## config.mk

```make
export PLATFORM = sky130hd
export DESIGN_NAME = cfg_parser
export DESIGN_NICKNAME = d
export VERILOG_FILES = /design/src/rtl/cfg_chk_pkg.sv /design/src/rtl/cfg_parser.sv
export SDC_FILE = /design/constraint.sdc
export NUM_CORES = 1
export LEC_CHECK = 0
export BUFFER_PORTS_ARGS = -buffer_cell sky130_fd_sc_hd__clkbuf_2
export CAP_MARGIN = 30
export CORE_MARGIN = 4
export CORE_UTILIZATION = 60
export DETAILED_ROUTE_END_ITERATION = 6
export PLACE_DENSITY = 0.85
export SYNTH_ARGS = -nofsm -noshare
export SYNTH_HDL_FRONTEND = slang
export SYNTH_SLANG_ARGS = --single-unit
```

## constraint.sdc

```tcl
create_clock -name clk -period 4.77 [get_ports clk]
set_input_delay 0.477 -clock clk [delete_from_list [all_inputs] [get_ports clk]]
set_output_delay 0.477 -clock clk [all_outputs]
set_load 0.005 [all_outputs]
```

## src/rtl/cfg_chk_pkg.sv

```systemverilog
package cfg_chk_pkg;

  typedef enum logic [3:0] {
    ST_HUNT, ST_PRE, ST_LEN, ST_SEP, ST_START, ST_DATA,
    ST_CHK, ST_POST, ST_STUP, ST_DONE, ST_ERR
  } pstate_e;

  localparam int          FILL_MIN    = 8;
  localparam int          LEN_BITS    = 24;
  localparam int          SEP_BITS    = 4;
  localparam int          STARTUP_MIN = 4;
  localparam logic [3:0]  PREAMBLE    = 4'b0010;   // stream order, MSB first
  localparam logic [7:0]  POSTAMBLE   = 8'b01111111;
  localparam logic [3:0]  CONST_CHK   = 4'b0110;
  localparam logic [15:0] CRC_POLY    = 16'h8005;

  // one serial CRC-16 step, MSB-first shift
  function automatic logic [15:0] crc16_step(input logic [15:0] c, input logic b);
    logic fb;
    fb = c[15] ^ b;
    return {c[14:0], 1'b0} ^ (fb ? CRC_POLY : 16'h0000);
  endfunction

  function automatic logic pre_bit(input int idx);
    return PREAMBLE[3 - idx];
  endfunction

  function automatic logic post_bit(input int idx);
    return POSTAMBLE[7 - idx];
  endfunction

endpackage

```

## src/rtl/cfg_parser.sv

```systemverilog
module cfg_parser
  import cfg_chk_pkg::*;
#(
  parameter int FRAME_BITS = 8,
  parameter int NUM_FRAMES = 3
) (
  input  logic                  clk,
  input  logic                  rst_n,
  input  logic                  program_i,
  input  logic                  crc_mode_i,
  input  logic                  bv_i,
  input  logic                  b_i,
  input  logic [3:0]            crc_nib_i,
  output logic                  crc_en_o,
  output logic [FRAME_BITS-1:0] frame_data_o,
  output logic                  frame_done_o,
  output logic [LEN_BITS-1:0]   length_o,
  output logic                  init_n_o,
  output logic                  cfg_done_o
);
  localparam int MAXF = (FRAME_BITS > LEN_BITS) ? FRAME_BITS : LEN_BITS;
  localparam int CW   = $clog2(MAXF + 1);
  localparam int FW   = $clog2(NUM_FRAMES + 1);

  pstate_e              state;
  logic [3:0]           ones;
  logic [CW-1:0]        fcnt;
  logic [FW-1:0]        frm;
  logic [LEN_BITS-1:0]  len_q;
  logic [LEN_BITS:0]    bcnt;
  logic [FRAME_BITS-1:0] pay;
  logic [2:0]           nib;

  // named internal events
  logic                 bit_take, counted, overrun, field_bad;
  logic [LEN_BITS:0]    bcnt_next;
  logic [3:0]           chk_val, chk_exp;

  assign bit_take  = bv_i && !program_i && state != ST_DONE && state != ST_ERR;
  assign counted   = (state == ST_SEP) || (state == ST_START) || (state == ST_DATA) ||
                     (state == ST_CHK) || (state == ST_POST);
  assign bcnt_next = bcnt + 1'b1;
  assign overrun   = bit_take && counted && (bcnt_next > {1'b0, len_q});
  assign chk_val   = {nib, b_i};
  assign chk_exp   = crc_mode_i ? crc_nib_i : CONST_CHK;

  always_comb begin
    field_bad = 1'b0;
    case (state)
      ST_SEP:   field_bad = !b_i;
      ST_START: field_bad = b_i;
      ST_CHK:   field_bad = (fcnt == CW'(3)) && (chk_val != chk_exp);
      ST_POST:  field_bad = (b_i != post_bit(int'(fcnt)));
      default:  field_bad = 1'b0;
    endcase
  end

  assign crc_en_o     = bit_take && !overrun &&
                        (state == ST_START || state == ST_DATA);
  assign length_o     = len_q;
  assign init_n_o     = (state != ST_ERR);
  assign cfg_done_o   = (state == ST_DONE);

  always_ff @(posedge clk or negedge rst_n) begin
    if (!rst_n) begin
      state <= ST_HUNT; ones <= '0; fcnt <= '0; frm <= '0;
      len_q <= '0; bcnt <= '0; pay <= '0; nib <= '0;
      frame_data_o <= '0; frame_done_o <= 1'b0;
    end else begin
      frame_done_o <= 1'b0;
      if (program_i) begin
        state <= ST_HUNT; ones <= '0; fcnt <= '0; frm <= '0;
        len_q <= '0; bcnt <= '0; nib <= '0;
      end else if (bit_take) begin
        if (counted) bcnt <= bcnt_next;
        if (overrun || (bit_take && field_bad)) begin
          state <= ST_ERR;
        end else begin
          case (state)
            ST_HUNT: begin
              if (b_i) begin
                if (ones != 4'(FILL_MIN)) ones <= ones + 4'd1;
              end else if (ones == 4'(FILL_MIN)) begin
                state <= ST_PRE; fcnt <= CW'(1);
              end else begin
                ones <= '0;
              end
            end
            ST_PRE: begin
              if (b_i != pre_bit(int'(fcnt))) begin
                state <= ST_HUNT; ones <= b_i ? 4'd1 : 4'd0;
              end else if (fcnt == CW'(3)) begin
                state <= ST_LEN; fcnt <= '0;
              end else fcnt <= fcnt + 1'b1;
            end
            ST_LEN: begin
              len_q <= {len_q[LEN_BITS-2:0], b_i};
              if (fcnt == CW'(LEN_BITS-1)) begin
                state <= ST_SEP; fcnt <= '0; bcnt <= '0;
              end else fcnt <= fcnt + 1'b1;
            end
            ST_SEP: begin
              if (fcnt == CW'(SEP_BITS-1)) begin
                state <= ST_START; fcnt <= '0; frm <= '0;
              end else fcnt <= fcnt + 1'b1;
            end
            ST_START: begin
              state <= ST_DATA; fcnt <= '0;
            end
            ST_DATA: begin
              pay <= {b_i, pay[FRAME_BITS-1:1]};
              if (fcnt == CW'(FRAME_BITS-1)) begin
                state <= ST_CHK; fcnt <= '0;
              end else fcnt <= fcnt + 1'b1;
            end
            ST_CHK: begin
              nib <= chk_val[2:0];
              if (fcnt == CW'(3)) begin
                fcnt <= '0;
                frame_data_o <= pay;
                frame_done_o <= 1'b1;
                if (frm == FW'(NUM_FRAMES-1)) state <= ST_POST;
                else begin
                  state <= ST_START; frm <= frm + 1'b1;
                end
              end else fcnt <= fcnt + 1'b1;
            end
            ST_POST: begin
              if (fcnt == CW'(7)) begin
                state <= ST_STUP; fcnt <= '0;
              end else fcnt <= fcnt + 1'b1;
            end
            ST_STUP: begin
              if (fcnt == CW'(STARTUP_MIN-1)) state <= ST_DONE;
              else fcnt <= fcnt + 1'b1;
            end
            default: state <= state;
          endcase
        end
      end
    end
  end

  p_err_sticky_r12: assert property (@(posedge clk) disable iff (!rst_n)
    (!init_n_o && !program_i) |=> !init_n_o);

  p_no_strobe_in_err_r12: assert property (@(posedge clk) disable iff (!rst_n)
    (!init_n_o && !program_i) |=> !frame_done_o);

  p_program_clears_r1: assert property (@(posedge clk) disable iff (!rst_n)
    program_i |=> (init_n_o && !cfg_done_o && !frame_done_o));

  p_done_hold_r10: assert property (@(posedge clk) disable iff (!rst_n)
    (cfg_done_o && !program_i) |=> cfg_done_o);

  p_frame_pulse_r8: assert property (@(posedge clk) disable iff (!rst_n)
    frame_done_o |=> !frame_done_o);

  p_no_overrun_r11: assert property (@(posedge clk) disable iff (!rst_n)
    counted |-> (bcnt <= {1'b0, len_q}));

  p_len_stable_r3: assert property (@(posedge clk) disable iff (!rst_n)
    (counted && !program_i) |=> $stable(len_q));

  p_done_err_excl_r10: assert property (@(posedge clk) disable iff (!rst_n)
    !(cfg_done_o && !init_n_o));

endmodule

```

Word level (Yosys, flattened, before mapping) --
Memories as Yosys holds them, arrays and structs flattened. Cells that the tools add are included.
Word-level totals: register bits 84, bits in latches 0, memory bits (writable) 0, bits in read-only memories 8, input port bits 10, output and inout port bits 36, logic and storage cells 166, memories 1
Memories:
- (name not given) | words 8, width 1, read ports 1, clocked after memory_dff 0, wr ports 0, line cfg_chk_pkg.sv:29 | return POSTAMBLE[7 - idx];
Operators by class: add/sub/neg operators 6, $mul 0, divide/modulo/power cells 0, order comparisons 3, equal/unequal tests 40, shifts and indexed selects 0, muxes and demuxes 68, bitwise gates (word level) 2, reductions and logical operators 36
Operator list (number):
- 2-to-1 mux 25 bit | 6
- 2-to-1 mux 24 bit | 4
- 2-to-1 mux 4 bit | 21
- 2-to-1 mux 5 bit | 10
- inequality test 4 bit, second input constant | 9
- case mux 4 bit (9 select lines) | 1
- case mux 5 bit (7 select lines) | 1
- adder 25 x 1 -> 25 bit, second input constant | 1
- > comparator 25 x 24 -> 1 bit | 1
- inequality test 3 bit, second input constant | 6
- equality test 4 x 3 -> 1 bit, second input constant | 4
- inequality test 4 x 2 -> 1 bit, second input constant | 4
- 2-to-1 mux 2 bit | 7
- equality test 4 bit, second input constant | 3
- 2-to-1 mux 3 bit | 4
- AND reduction 6 bit | 2
- AND reduction 11 bit | 1
- nonzero test 11 bit | 1
- 2-to-1 mux 1 bit | 10
- logical AND 1 bit | 9
- equality test 4 x 2 -> 1 bit, second input constant | 2
- case mux 4 bit (2 select lines) | 1
- nonzero test 8 bit | 1
- AND reduction 7 bit | 1
- other kinds (30) | 45

Logic depth before layout (Yosys ltp) --
Gate-level depths: netlist of run 1.
depth after elaboration 11, gate-level depth with buffers 18, mapped depth without buffers 16

Least setup slack after synthesis of run 1 --
No wires, ideal clock.
path kind register to register, start point register bcnt[4], end point register frame_data_o[0], data arrival time 4.104 ns, required time 4.645 ns, slack 0.541 ns, cell stages (with the launch flop) 19, buffers on the path 2, period minus slack after synthesis 4.229 ns, cell sequence dfrtp_1 buf_2 and4_1 and4_2 and4_1 nand3_1 nor2_1 nand3_1 xnor2_1 ha_1 nand4_1 nor4_1 and2_1 a2111oi_0 o31a_1 nand2b_4 or3_1 buf_4 mux2_4
On the way: cells in the longest elaborated chain, start to end 6
Ends and longest elaborated chain:
- start, declared | line cfg_parser.sv:30 | logic [LEN_BITS:0] bcnt;
- start signal, assigned | line cfg_parser.sv:75 | if (counted) bcnt <= bcnt_next;
- adder 25 x 1 -> 25 bit | line cfg_parser.sv:42 | assign bcnt_next = bcnt + 1'b1;
- > comparator 25 x 24 -> 1 bit | line cfg_parser.sv:43 | assign overrun = bit_take && counted && (bcnt_next > {1'b0, len_q});
- logical AND 1 bit | line cfg_parser.sv:43
- logical OR 1 bit | line cfg_parser.sv:76 | if (overrun || (bit_take && field_bad)) begin
- inverter 1 bit (no source line)
- AND reduction 5 bit (no source line)
- end signal, assigned | line cfg_parser.sv:120 | frame_data_o <= pay;
- end, declared | line cfg_parser.sv:15 | output logic [FRAME_BITS-1:0] frame_data_o,
Every way passes these cells. A chain may end at the register's enable or synchronous reset.

Final worst setup path of run 1 --
start point register bcnt[0], end point output port crc_en_o
On the way: cells in the longest elaborated chain, start to end 6
Ends and longest elaborated chain:
- adder 25 x 1 -> 25 bit | line cfg_parser.sv:42
- > comparator 25 x 24 -> 1 bit | line cfg_parser.sv:43
- logical AND 1 bit | line cfg_parser.sv:43
- logical NOT 1 bit | line cfg_parser.sv:58 | assign crc_en_o = bit_take && !overrun &&
- logical AND 1 bit (2 in a row) | line cfg_parser.sv:58
- end, declared | line cfg_parser.sv:14 | output logic crc_en_o,
Every way passes these cells.

==> results of run 1 <==
==> tightest hold or removal path: cells and delay by family <==
family / cells / cell delay, ns
buffers and inverters: 1 / 0.20
and+or+nand+nor: 1 / 0.10
AOI/OAI and AO/OA: 1 / 0.05
==> state kept, by name (all words and copies together) (netlist names) <==
register and count:
frame_data_o 8, frame_done_o 1, state 4, bcnt 25, pay 8, fcnt 5
frm 2, ones 4, nib 3, length_o 24
==> power groups by stage <==
stage | combinational, mW | sequential (mW) | clock (mW)
after global placement | 0.116 | 0.739 | 0
final | 0.129 | 0.726 | 0.519
after global routing | 0.144 | 0.727 | 0.557
after floorplan | 0.0820 | 0.731 | 0
after detailed placement | 0.123 | 0.739 | 0
after CTS | 0.124 | 0.725 | 0.523
==> layout make-up <==
| cell class | instances | area [µm²] | share of cell area (%) |
|---|---|---|---|
| clock buffer | 9 | 124 | 2.06 |
| clock inverter | 7 | 76.3 | 1.27 |
| inverter | 33 | 124 | 2.06 |
| multi-input combinational | 469 | 3050 | 50.7 |
| sequential | 84 | 2110 | 35.0 |
| tap | 108 | 135 | 2.24 |
| timing repair buffer | 64 | 405 | 6.73 |
==> stage by stage <==
stage               setup slack, ns  power (mW)  hold slack, ns  util [%]  instance area (µm²)
floorplan                     0.541       0.813           0.181         -                 5370
global placement              0.354       0.855           0.478      65.2                 5690
detailed placement            0.231       0.862           0.389      65.6                 5720
CTS                           0.160        1.37           0.490      68.0                 5930
global route                 0.0966        1.43           0.484      69.1                 6020
finish                        0.365        1.37           0.495      69.1                 6020
==> kinds of logic (layout without fill, tap and decap cells) <==
| kind of cell | count (synthesis) | in the layout |
|---|---|---|
| AND/OR/NAND/NOR | 225 | 225 |
| AO/OA/AOI/OAI | 165 | 165 |
| flip-flops | 84 | 84 |
| buffers and inverters | 65 | 113 |
| adder cells (fa/ha/maj) | 31 | 31 |
| XOR/XNOR | 27 | 27 |
| multiplexers | 21 | 21 |
==> cell usage in the layout, fill, tap and decap left out, drive strengths merged, types with 3 or more instances in the layout <==
cell and count:
xnor2 10, nor2 38, and2 6, o211ai 4, nand4 8, nand2b 6, nand2 90, ha 31
mux2i 4, nor2b 6, and3 9, clkinv 3, nand3b 6, clkbuf 53, or3 3, inv 37
nand3 16, dfrtp 84, buf 19, nor3 16, a31oi 5, a22o 7, and4 7, xor2 17
a21oi 60, nor4 5, o21ai 51, mux2 17, a211oi 4, o31ai 8
==> what timing repair did <==
action | 4_1_cts | 5_1_grt
hold endpoints to repair | 15 | 0
buffers inserted | 0 | 5
hold buffers | 1 | 0
setup endpoints to repair | 0 | 14
gates resized for setup | 0 | 13
==> metal layers <==
metal | up-vias | GRT usage, %
li1 | 2281 | -
met1 | 2290 | 32.1
met2 | 184 | 43.4
met3 | 30 | 3.92
met4 | 0 | 8.68
met5 | - | 0
==> worst max-delay path by stage <==
| stage | start | end | slack (ns) | cells past startpoint |
|---|---|---|---|---|
| after global placement | bcnt[8] | frame_data_o[2] | 0.35 | 17 |
| after floorplan | bcnt[4] | frame_data_o[0] | 0.54 | 18 |
| after CTS | bcnt[4] | frame_data_o[6] | 0.16 | 17 |
| after detailed placement | bcnt[4] | frame_data_o[4] | 0.23 | 17 |
| final | bcnt[0] | crc_en_o | 0.37 | 14 |
| after global routing | bcnt[0] | crc_en_o | 0.1 | 14 |
==> flow_summary.yaml, run 1 <==
global_routing:
  grt_start_max_net_pins: 65
  initial_antenna_violation_count: 0
  global_route.usage.total_pct: 25.1
  grt_pass1_wl_um: 21300
  first_global_vias: 4545
  global_route_overflow: 0
sta:
  timing.final.hold_violations: 0
  clock_skew_ns: 0.00962
  fmax_mhz: 227
  rsz0062_at_grt: "no"
  timing_max_transition_violations_final: 0
  period_share_pct: 92.3
  worstMarginPinSlew_ns: 0.905
  max-slew-margin-rel_pct: 39.5
  final-setup-viol-count: 0
  setup_tns_final_ns: 0
  min_period_ns: 4.40
worst_setup_path:
  crit-reg2reg-capture: "fcnt[3]"
  cp.arrival_ns: 3.93
  worst_r2r_path_depth: 18
  critical_path.top_delay_family: "simple AND/OR/NAND/NOR gates"
  longest_individual_stage_delay_on_the_worst_path_ns: 0.42
  critical_path_class: "reg -> out"
  worst-endpoint-required_ns: 4.29
  crit_path_cell_trace: "ha_1, and3_1, and4_1, and3_2, xor2_1, ha_1, and4_1, a2111oi_0, buf_4, a2111oi_0, buf_4, or2_2, nor3_1, clkbuf_2"
  critPathBufInv: 3
  minimum_setup_slack_among_reg_to_reg_paths_ns: 0.46
  start_kind: "register"
  cp_max_fo: 6
  timing.rr.start: "bcnt[0]"
  cp-end-kind: "output pin"
  worst_path_max_delay_cell: "sky130_fd_sc_hd__dfrtp_1"
pwr:
  p_sw_mw: 0.408
  ir_drop_v: 0.000144
  switching_share_pct: 29.7
  leakage_nw: 2.79
  comb_power_share_pct: 9.4
  p_seq_share_pct: 52.8
  cell_internal_pwr_mw: 0.966
  pwr_density_cell_nw_per_um2: 228
  power.clock.fraction_pct: 37.8
logic_synthesis:
  synthTopCellsByArea: "sky130_fd_sc_hd__dfrtp_1 39%, sky130_fd_sc_hd__ha_1 7.2%, sky130_fd_sc_hd__nand2_1 6.3%, sky130_fd_sc_hd__a21oi_1 5.6%, sky130_fd_sc_hd__o21ai_0 4.8%"
  post_synthesis_area_per_instance_um2: 8.69
  synth_largest_area_cell: "sky130_fd_sc_hd__dfrtp_1"
  synth_compound_area_share_pct: 18.4
  synth_sequential_area_ratio_pct: 39.1
  syn_area_um2: 5370
  synth_nets: 659
  most_frequent_cell_after_synthesis: "sky130_fd_sc_hd__nand2_1"
  synth.top_cells.by_count: "90 x sky130_fd_sc_hd__nand2_1, 84 x sky130_fd_sc_hd__dfrtp_1, 60 x sky130_fd_sc_hd__a21oi_1"
  synth_top_family_by_area: "simple AND/OR/NAND/NOR gates"
  synth_fa_ha_area_share_pct: 7.22
  synthesis.instances: 618
  synthArstFlopShare_pct: 100
  synthDominantCellAreaShare_pct: 39.1
  synth.ff_latch_count: 84
  synth-xor-area-share_pct: 4.40
  synth.mux.area_fraction_pct: 4.87
  yosys.area_share.simple_pct: 21.2
  prevailing_post_synth_register_cell: "sky130_fd_sc_hd__dfrtp_1"
  synth_edf_count: 0
  post_synth_num_cell_types: 64
  synth.yosys.warnings: 0
min_path:
  hold_critical_path_endpoint: "length_o[0]"
  hold_removal_path_class: "in -> reg"
  worstHoldStart: "b_i"
  hold_path_depth: 3
finish:
  share_of_cells_above_drive_strength_1_pct: 18.5
  area.growth.synth_to_final_pct: 12.2
  stdcell_count: 774
  n_antenna_cell: 0
  filler_cell_count: 668
  final_nets: 702
floorplanning:
  initial_standard_cell_utilization_of_the_core_pct: 61.6
  placeableCoreArea_um2: 8720
  die_h_um: 103
  boundaryPins: 46
  die_width_um: 103
  rows: 34
  fp.dieArea_um2: 10500
cts:
  clkSinkCount: 84
  cts_root_buffer: "sky130_fd_sc_hd__clkbuf_8"
  cts_made_buffers: 9
  clk_latency_ns: 0.37
  cts_max_path_buffers: 2
  cts_tree: "done"
  clock_tree.htree_level_count: 3
  clkTransAtPathRegs_ns: 0.10
drt:
  highest-signal-layer: "met4"
  route.detailed.drc: 0
  drtAntennaViolNets: 0
  dr.pass1.iters: 5
  vias: 4785
  met2_wirelength_um: 6440
  routedWlPerCell_um: 16.4
  starting_drt_drc_count: 247
  finalWirelength_um: 12700
  met3_length_um: 756
  detail_route.vias_per_cell: 6.18
  met1Wirelength_um: 5260
job:
  maxCapViolCount: 0
placement:
  gp_congestion: 0.917
  port_buffers: 45
  dp_cells: 752
  post-dp-hpwl_um: 8990
status:
  run_status: "complete, no violations"
Note: power is estimated with default switching activity, not from simulation.
==> run 2: changes to the inputs <==
--- a/config.mk
+++ b/config.mk
@@ -5,6 +5,7 @@
 export SDC_FILE = /design/constraint.sdc
 export NUM_CORES = 1
 export LEC_CHECK = 0
+export ABC_AREA = 1
 export BUFFER_PORTS_ARGS = -buffer_cell sky130_fd_sc_hd__clkbuf_2
 export CAP_MARGIN = 30
 export CORE_MARGIN = 4
==> run 2 against run 1 <==
Utilization down 0.47 points; total power is 89% higher; worst hold slack lost 0.46 ns; first-iteration DRC count is 72% higher; cell count up 14%; count of clock-buffer cells in the layout up 1; flip-flop and latch count stayed put; non-clock buffer count decreased by 13; largest power group is now combinational logic.
==> flow_summary.yaml, run 2 <==
logic_synthesis:
  synthArstFlopShare_pct: 100
  post_synth_num_cell_types: 49
  synth.yosys.warnings: 0
  synth_nets: 764
  syn_area_um2: 5520
  post_synthesis_area_per_instance_um2: 7.64
  synth_edf_count: 0
  synthTopCellsByArea: "sky130_fd_sc_hd__dfrtp_1 38%, sky130_fd_sc_hd__nand2_1 8.6%, sky130_fd_sc_hd__inv_1 7.6%, sky130_fd_sc_hd__ha_1 7.0%, sky130_fd_sc_hd__o21ai_0 5.9%"
  synth.ff_latch_count: 84
  synth_largest_area_cell: "sky130_fd_sc_hd__dfrtp_1"
  most_frequent_cell_after_synthesis: "sky130_fd_sc_hd__nand2_1"
  synthDominantCellAreaShare_pct: 38.1
  synth.top_cells.by_count: "126 x sky130_fd_sc_hd__nand2_1, 112 x sky130_fd_sc_hd__inv_1, 84 x sky130_fd_sc_hd__dfrtp_1"
  synth_sequential_area_ratio_pct: 38.1
  synthesis.instances: 723
  prevailing_post_synth_register_cell: "sky130_fd_sc_hd__dfrtp_1"
sta:
  max-slew-margin-rel_pct: 47.8
  timing_max_transition_violations_final: 0
  fmax_mhz: 227
  rsz0062_at_grt: "no"
  timing.final.hold_violations: 0
  worstMarginPinSlew_ns: 0.764
  hold_slack_ns: 0.0385
  final-setup-viol-count: 0
  clock_skew_ns: 0.0157
  setup_tns_final_ns: 0
  period_share_pct: 92.2
  min_period_ns: 4.40
drt:
  drtAntennaViolNets: 0
  route.detailed.drc: 0
  routedWlPerCell_um: 15.6
  met1Wirelength_um: 6400
  met2_wirelength_um: 6110
  starting_drt_drc_count: 424
  detail_route.vias_per_cell: 5.83
  vias: 5121
  met3_length_um: 857
  dr.pass1.iters: 5
  finalWirelength_um: 13700
  highest-signal-layer: "met4"
cts:
  clock_tree.htree_level_count: 3
  clkSinkCount: 84
  post_cts.repair.setup_buffers: 0
  clkTransAtPathRegs_ns: 0.10
  clk_latency_ns: 0.37
  cts_tree: "done"
  cts_made_buffers: 9
  cts_root_buffer: "sky130_fd_sc_hd__clkbuf_8"
  cts_max_path_buffers: 2
  count_of_instances_resized_after_the_clock_tree_is_built: 0
  cts_hold_buffers: 0
global_routing:
  global_route_overflow: 0
  first_global_vias: 4860
  initial_antenna_violation_count: 0
  grt_start_max_net_pins: 55
  grt_pass1_wl_um: 23300
  global_route.usage.total_pct: 26.2
finish:
  largest_reg_flops: 25
  final_cell_mix: "126 x sky130_fd_sc_hd__nand2_1, 112 x sky130_fd_sc_hd__inv_1, 84 x sky130_fd_sc_hd__dfrtp_1"
  area.growth.synth_to_final_pct: 9.90
  reg_with_most_ffs: "bcnt"
  share_of_cells_above_drive_strength_1_pct: 14.7
  fin_area_um2: 6070
  layout.cells.most_common: "sky130_fd_sc_hd__nand2_1"
  final_nets: 807
  n_antenna_cell: 0
worst_setup_path:
  cp.arrival_ns: 3.92
  longest_individual_stage_delay_on_the_worst_path_ns: 0.47
  start_kind: "register"
  cp_max_fo: 6
  critical_path.top_delay_family: "simple AND/OR/NAND/NOR gates"
  critPathBufInv: 1
  crit_path_cell_trace: "nand4_1, nor2_1, nand2_1, nor2_1, nand4_1, or2_1, o21ai_0, nand2_1, ha_1, nand2_1, nor4_1, nand3_1, nor2_4, nor3_4, a21oi_2, and3_1, clkbuf_2"
  worst-endpoint-required_ns: 4.29
  cp-end-kind: "output pin"
  worst_path_most_repeated_cell: "sky130_fd_sc_hd__nand2_1"
  critical_path_class: "reg -> out"
  worst_path_max_delay_cell: "sky130_fd_sc_hd__dfrtp_1"
job:
  maxCapViolCount: 0
pwr:
  ir_drop_v: 0.000227
  pwr_density_cell_nw_per_um2: 428
  leakage_nw: 3.03
floorplanning:
  die_h_um: 104
  initial_standard_cell_utilization_of_the_core_pct: 62.4
  fp.dieArea_um2: 10800
  placeableCoreArea_um2: 8850
  die_width_um: 104
  rows: 34
  boundaryPins: 46
placement:
  detailed_place.area_um2: 5860
  port_buffers: 45
  gp_congestion: 0.922
  post-dp-hpwl_um: 10100
min_path:
  hold_removal_path_class: "in -> async"
status:
  run_status: "complete, no violations"
==> run 2: cell type report <==
cell class / count / area (µm²)
Clock buffer: 10 / 138
Fill cell: 695 / 2780
Tap cell: 108 / 135
Inverter: 126 / 475
Sequential cell: 84 / 2100
Multi-Input combinational cell: 494 / 2860
Clock inverter: 6 / 71.3
Timing Repair Buffer: 51 / 293
==> run 2: path summary, 6_finish.rpt <==
| check | from | to | slack, ns | cells past startpoint |
|---|---|---|---|---|
| min in group clk | frame_data_o[5] | frame_data_o[5] | 0.49 | 2 |
| max in group asynchronous | rst_n | pay[2] | 4.11 | 2 |
| worst min register to register | frame_data_o[5] | frame_data_o[5] | 0.49 | 2 |
| worst max-delay path | bcnt[2] | crc_en_o | 0.37 | 17 |
| worst min-delay path | rst_n | length_o[5] | 0.04 | 1 |
| worst max register to register | bcnt[2] | frame_data_o[6] | 0.91 | 18 |
==> run 2: logic make-up after synthesis <==
group | after synthesis | synth area share, %
AND/OR/NAND/NOR | 274 | 23.7
AO/OA/AOI/OAI | 164 | 17.0
buffers and inverters | 145 | 10.3
flip-flops | 84 | 38.1
adder cells (fa/ha/maj) | 31 | 7.02
XOR/XNOR | 25 | 3.96
==> run 2: worst register-to-register path, stage by stage (launching register included) <==
cell,delay [ns]
sky130_fd_sc_hd__dfrtp_1,0.47
sky130_fd_sc_hd__nand4_1,0.14
sky130_fd_sc_hd__nor2_1,0.18
sky130_fd_sc_hd__nand2_1,0.15
sky130_fd_sc_hd__nor2_1,0.19
sky130_fd_sc_hd__nand4_1,0.17
sky130_fd_sc_hd__or2_1,0.29
sky130_fd_sc_hd__o21ai_0,0.17
sky130_fd_sc_hd__nand2_1,0.09
sky130_fd_sc_hd__ha_1,0.28
sky130_fd_sc_hd__nand2_1,0.12
sky130_fd_sc_hd__nor4_1,0.35
sky130_fd_sc_hd__nand3_1,0.19
sky130_fd_sc_hd__nor2_4,0.16
sky130_fd_sc_hd__nor3_4,0.06
sky130_fd_sc_hd__a21oi_2,0.25
sky130_fd_sc_hd__nand3_4,0.27
sky130_fd_sc_hd__nand2_1,0.16
sky130_fd_sc_hd__o21ai_2,0.06
==> run 2: per-layer routing <==
| metal | track usage [%] | up-vias |
|---|---|---|
| met5 | 0 | - |
| met2 | 39.6 | 190 |
| li1 | - | 2466 |
| met4 | 10.9 | 0 |
| met1 | 37.9 | 2437 |
| met3 | 3.35 | 28 |
==> run 2: stage by stage <==
| step | power (mW) | util [%] | std cells | worst slack (ns) |
|---|---|---|---|---|
| floorplan | 1.75 | - | 723 | 1.40 |
| global placement | 2.00 | 65.9 | 862 | 1.01 |
| detailed placement | 2.04 | 66.2 | 863 | 0.808 |
| CTS | 2.59 | 68.6 | 879 | 0.395 |
| global route | 2.81 | 68.6 | 879 | 0.0446 |
| finish | 2.60 | 68.6 | 879 | 0.372 |
==> run 2: power breakdown <==
group / total, mW / switching (mW) / internal [mW]
logic: 1.14 / 0.756 / 0.380
clock network: 0.551 / 0.290 / 0.261
registers: 0.912 / 0.104 / 0.807
==> run 3: changes to the inputs <==
--- a/config.mk
+++ b/config.mk
@@ -11,7 +11,7 @@
 export CORE_MARGIN = 4
 export CORE_UTILIZATION = 60
 export DETAILED_ROUTE_END_ITERATION = 6
-export PLACE_DENSITY = 0.85
+export PLACE_DENSITY = 0.8
 export SYNTH_ARGS = -nofsm -noshare
 export SYNTH_HDL_FRONTEND = slang
 export SYNTH_SLANG_ARGS = --single-unit
==> run 3 against run 2 <==
Sequential share of layout area is 0.064 points higher; wire length rose by 0.85%; largest cell class unchanged; count of clock-buffer cells in the layout down 1; worst setup slack better by 0.093 ns; die area unchanged; fmax rose by 2.2%; cell count unchanged; clock power shrank 3%; clock skew is 0.00057 ns lower.
==> flow_summary.yaml, run 3 (synthesis results as in run 2) <==
global_routing:
  initial_antenna_violation_count: 0
  global_route.usage.total_pct: 26.5
  grt_pass1_wl_um: 23500
  global_route_overflow: 0
  first_global_vias: 4861
  grt_start_max_net_pins: 51
worst_setup_path:
  cp_max_fo: 6
  worst_path_most_repeated_cell: "sky130_fd_sc_hd__nand2_1"
  cp-end-kind: "output pin"
  cp.arrival_ns: 3.83
  crit_path_cell_trace: "nand4_1, nor2_1, nand2_1, nor2_1, nand4_1, or2_1, o21ai_0, nand2_1, ha_1, nand2_1, nor4_1, nand3_1, nor2_4, nor3_4, a21oi_2, and3_1, clkbuf_2"
  critical_path.top_delay_family: "simple AND/OR/NAND/NOR gates"
  start_kind: "register"
  critPathBufInv: 1
  worst_path_max_delay_cell: "sky130_fd_sc_hd__dfrtp_1"
  longest_individual_stage_delay_on_the_worst_path_ns: 0.45
  critical_path_class: "reg -> out"
  worst-endpoint-required_ns: 4.29
sta:
  final-setup-viol-count: 0
  hold_slack_ns: 0.0398
  max-slew-margin-rel_pct: 47.7
  fmax_mhz: 232
  timing_max_transition_violations_final: 0
  setup_tns_final_ns: 0
  timing.final.hold_violations: 0
  clock_skew_ns: 0.0151
  period_share_pct: 90.2
  rsz0062_at_grt: "no"
  worstMarginPinSlew_ns: 0.764
  min_period_ns: 4.30
floorplanning:
  boundaryPins: 46
  placeableCoreArea_um2: 8850
  die_h_um: 104
  initial_standard_cell_utilization_of_the_core_pct: 62.4
  fp.dieArea_um2: 10800
  die_width_um: 104
  rows: 34
cts:
  clk_latency_ns: 0.38
  cts_made_buffers: 9
  post_cts.repair.setup_buffers: 0
  cts_hold_buffers: 0
  cts_max_path_buffers: 2
  clkTransAtPathRegs_ns: 0.10
  cts_root_buffer: "sky130_fd_sc_hd__clkbuf_8"
  clkSinkCount: 84
  cts_tree: "done"
  count_of_instances_resized_after_the_clock_tree_is_built: 0
  clock_tree.htree_level_count: 3
drt:
  starting_drt_drc_count: 346
  vias: 5036
  routedWlPerCell_um: 15.7
  finalWirelength_um: 13800
  drtAntennaViolNets: 0
  detail_route.vias_per_cell: 5.73
  route.detailed.drc: 0
  dr.pass1.iters: 5
finish:
  layout.cells.most_common: "sky130_fd_sc_hd__nand2_1"
  final_nets: 807
  final_cell_mix: "126 x sky130_fd_sc_hd__nand2_1, 112 x sky130_fd_sc_hd__inv_1, 84 x sky130_fd_sc_hd__dfrtp_1"
  n_antenna_cell: 0
  reg_with_most_ffs: "bcnt"
  largest_reg_flops: 25
  multi_input_comb_area_um2: 2860
  filler_cell_count: 815
  share_of_cells_above_drive_strength_1_pct: 14.7
  sequential_cell_area_in_the_final_layout_um2: 2100
  area.growth.synth_to_final_pct: 9.69
placement:
  post-dp-hpwl_um: 10200
  gp_congestion: 0.960
  port_buffers: 45
min_path:
  hold_removal_path_class: "in -> async"
pwr:
  leakage_nw: 3.03
  ir_drop_v: 0.000226
  pwr_density_cell_nw_per_um2: 427
job:
  maxCapViolCount: 0
status:
  run_status: "complete, no violations"
## run 3: cell types whose count changed in the layout (fill, tap and decap cells not counted), sizes merged
cell      change
inv           +1
clkbuf        -1
clkinvlp      -1
clkinv        +1
## run 3: stage by stage
stage | area [µm²] | std cells | worst slack [ns] | util [%] | power, mW
2_1_floorplan | 5520 | 723 | 1.40 | - | 1.75
6_report | 6060 | 879 | 0.465 | 68.5 | 2.59
3_5_place_dp | 5860 | 863 | 0.904 | 66.2 | 2.04
5_1_grt | 6060 | 879 | 0.198 | 68.5 | 2.79
4_1_cts | 6060 | 879 | 0.497 | 68.5 | 2.58
3_3_place_gp | 5830 | 862 | 1.02 | 65.9 | 2.00
## run 3: final timing paths
kind                       startpoint         endpoint  slack [ns]  cells after the start
setup / recovery              bcnt[0]         crc_en_o        0.47                     17
setup reg to reg              bcnt[0]  frame_data_o[1]        1.00                     18
hold / removal                  rst_n         bcnt[19]        0.04                      1
hold reg to reg                pay[7]           pay[6]        0.49                      2
max in group asynchronous       rst_n         bcnt[12]        4.11                      2
min in group clk               pay[7]           pay[6]        0.49                      2
## run 3: power breakdown
| group | switching, mW | internal (mW) |
|---|---|---|
| combinational | 0.761 | 0.380 |
| clock | 0.287 | 0.246 |
| sequential | 0.105 | 0.807 |
| total | 1.15 | 1.43 |
## run 3: per-layer routing
layer  vias up  wire (µm)  GRT usage, %
met4         0        178          8.07
met2       173       6400          42.2
met3        18        861          3.60
met1      2381       6370          37.9
li1       2464          -             -
met5         -          0             0
## run 3: final cells by class
class / instances / share of cell area [%]
sequential: 84 / 34.7
clock inverter: 7 / 1.22
inverter: 126 / 7.85
tap: 108 / 2.23
timing repair buffer: 51 / 4.83
clock buffer: 9 / 2.04
multi-input combinational: 494 / 47.1
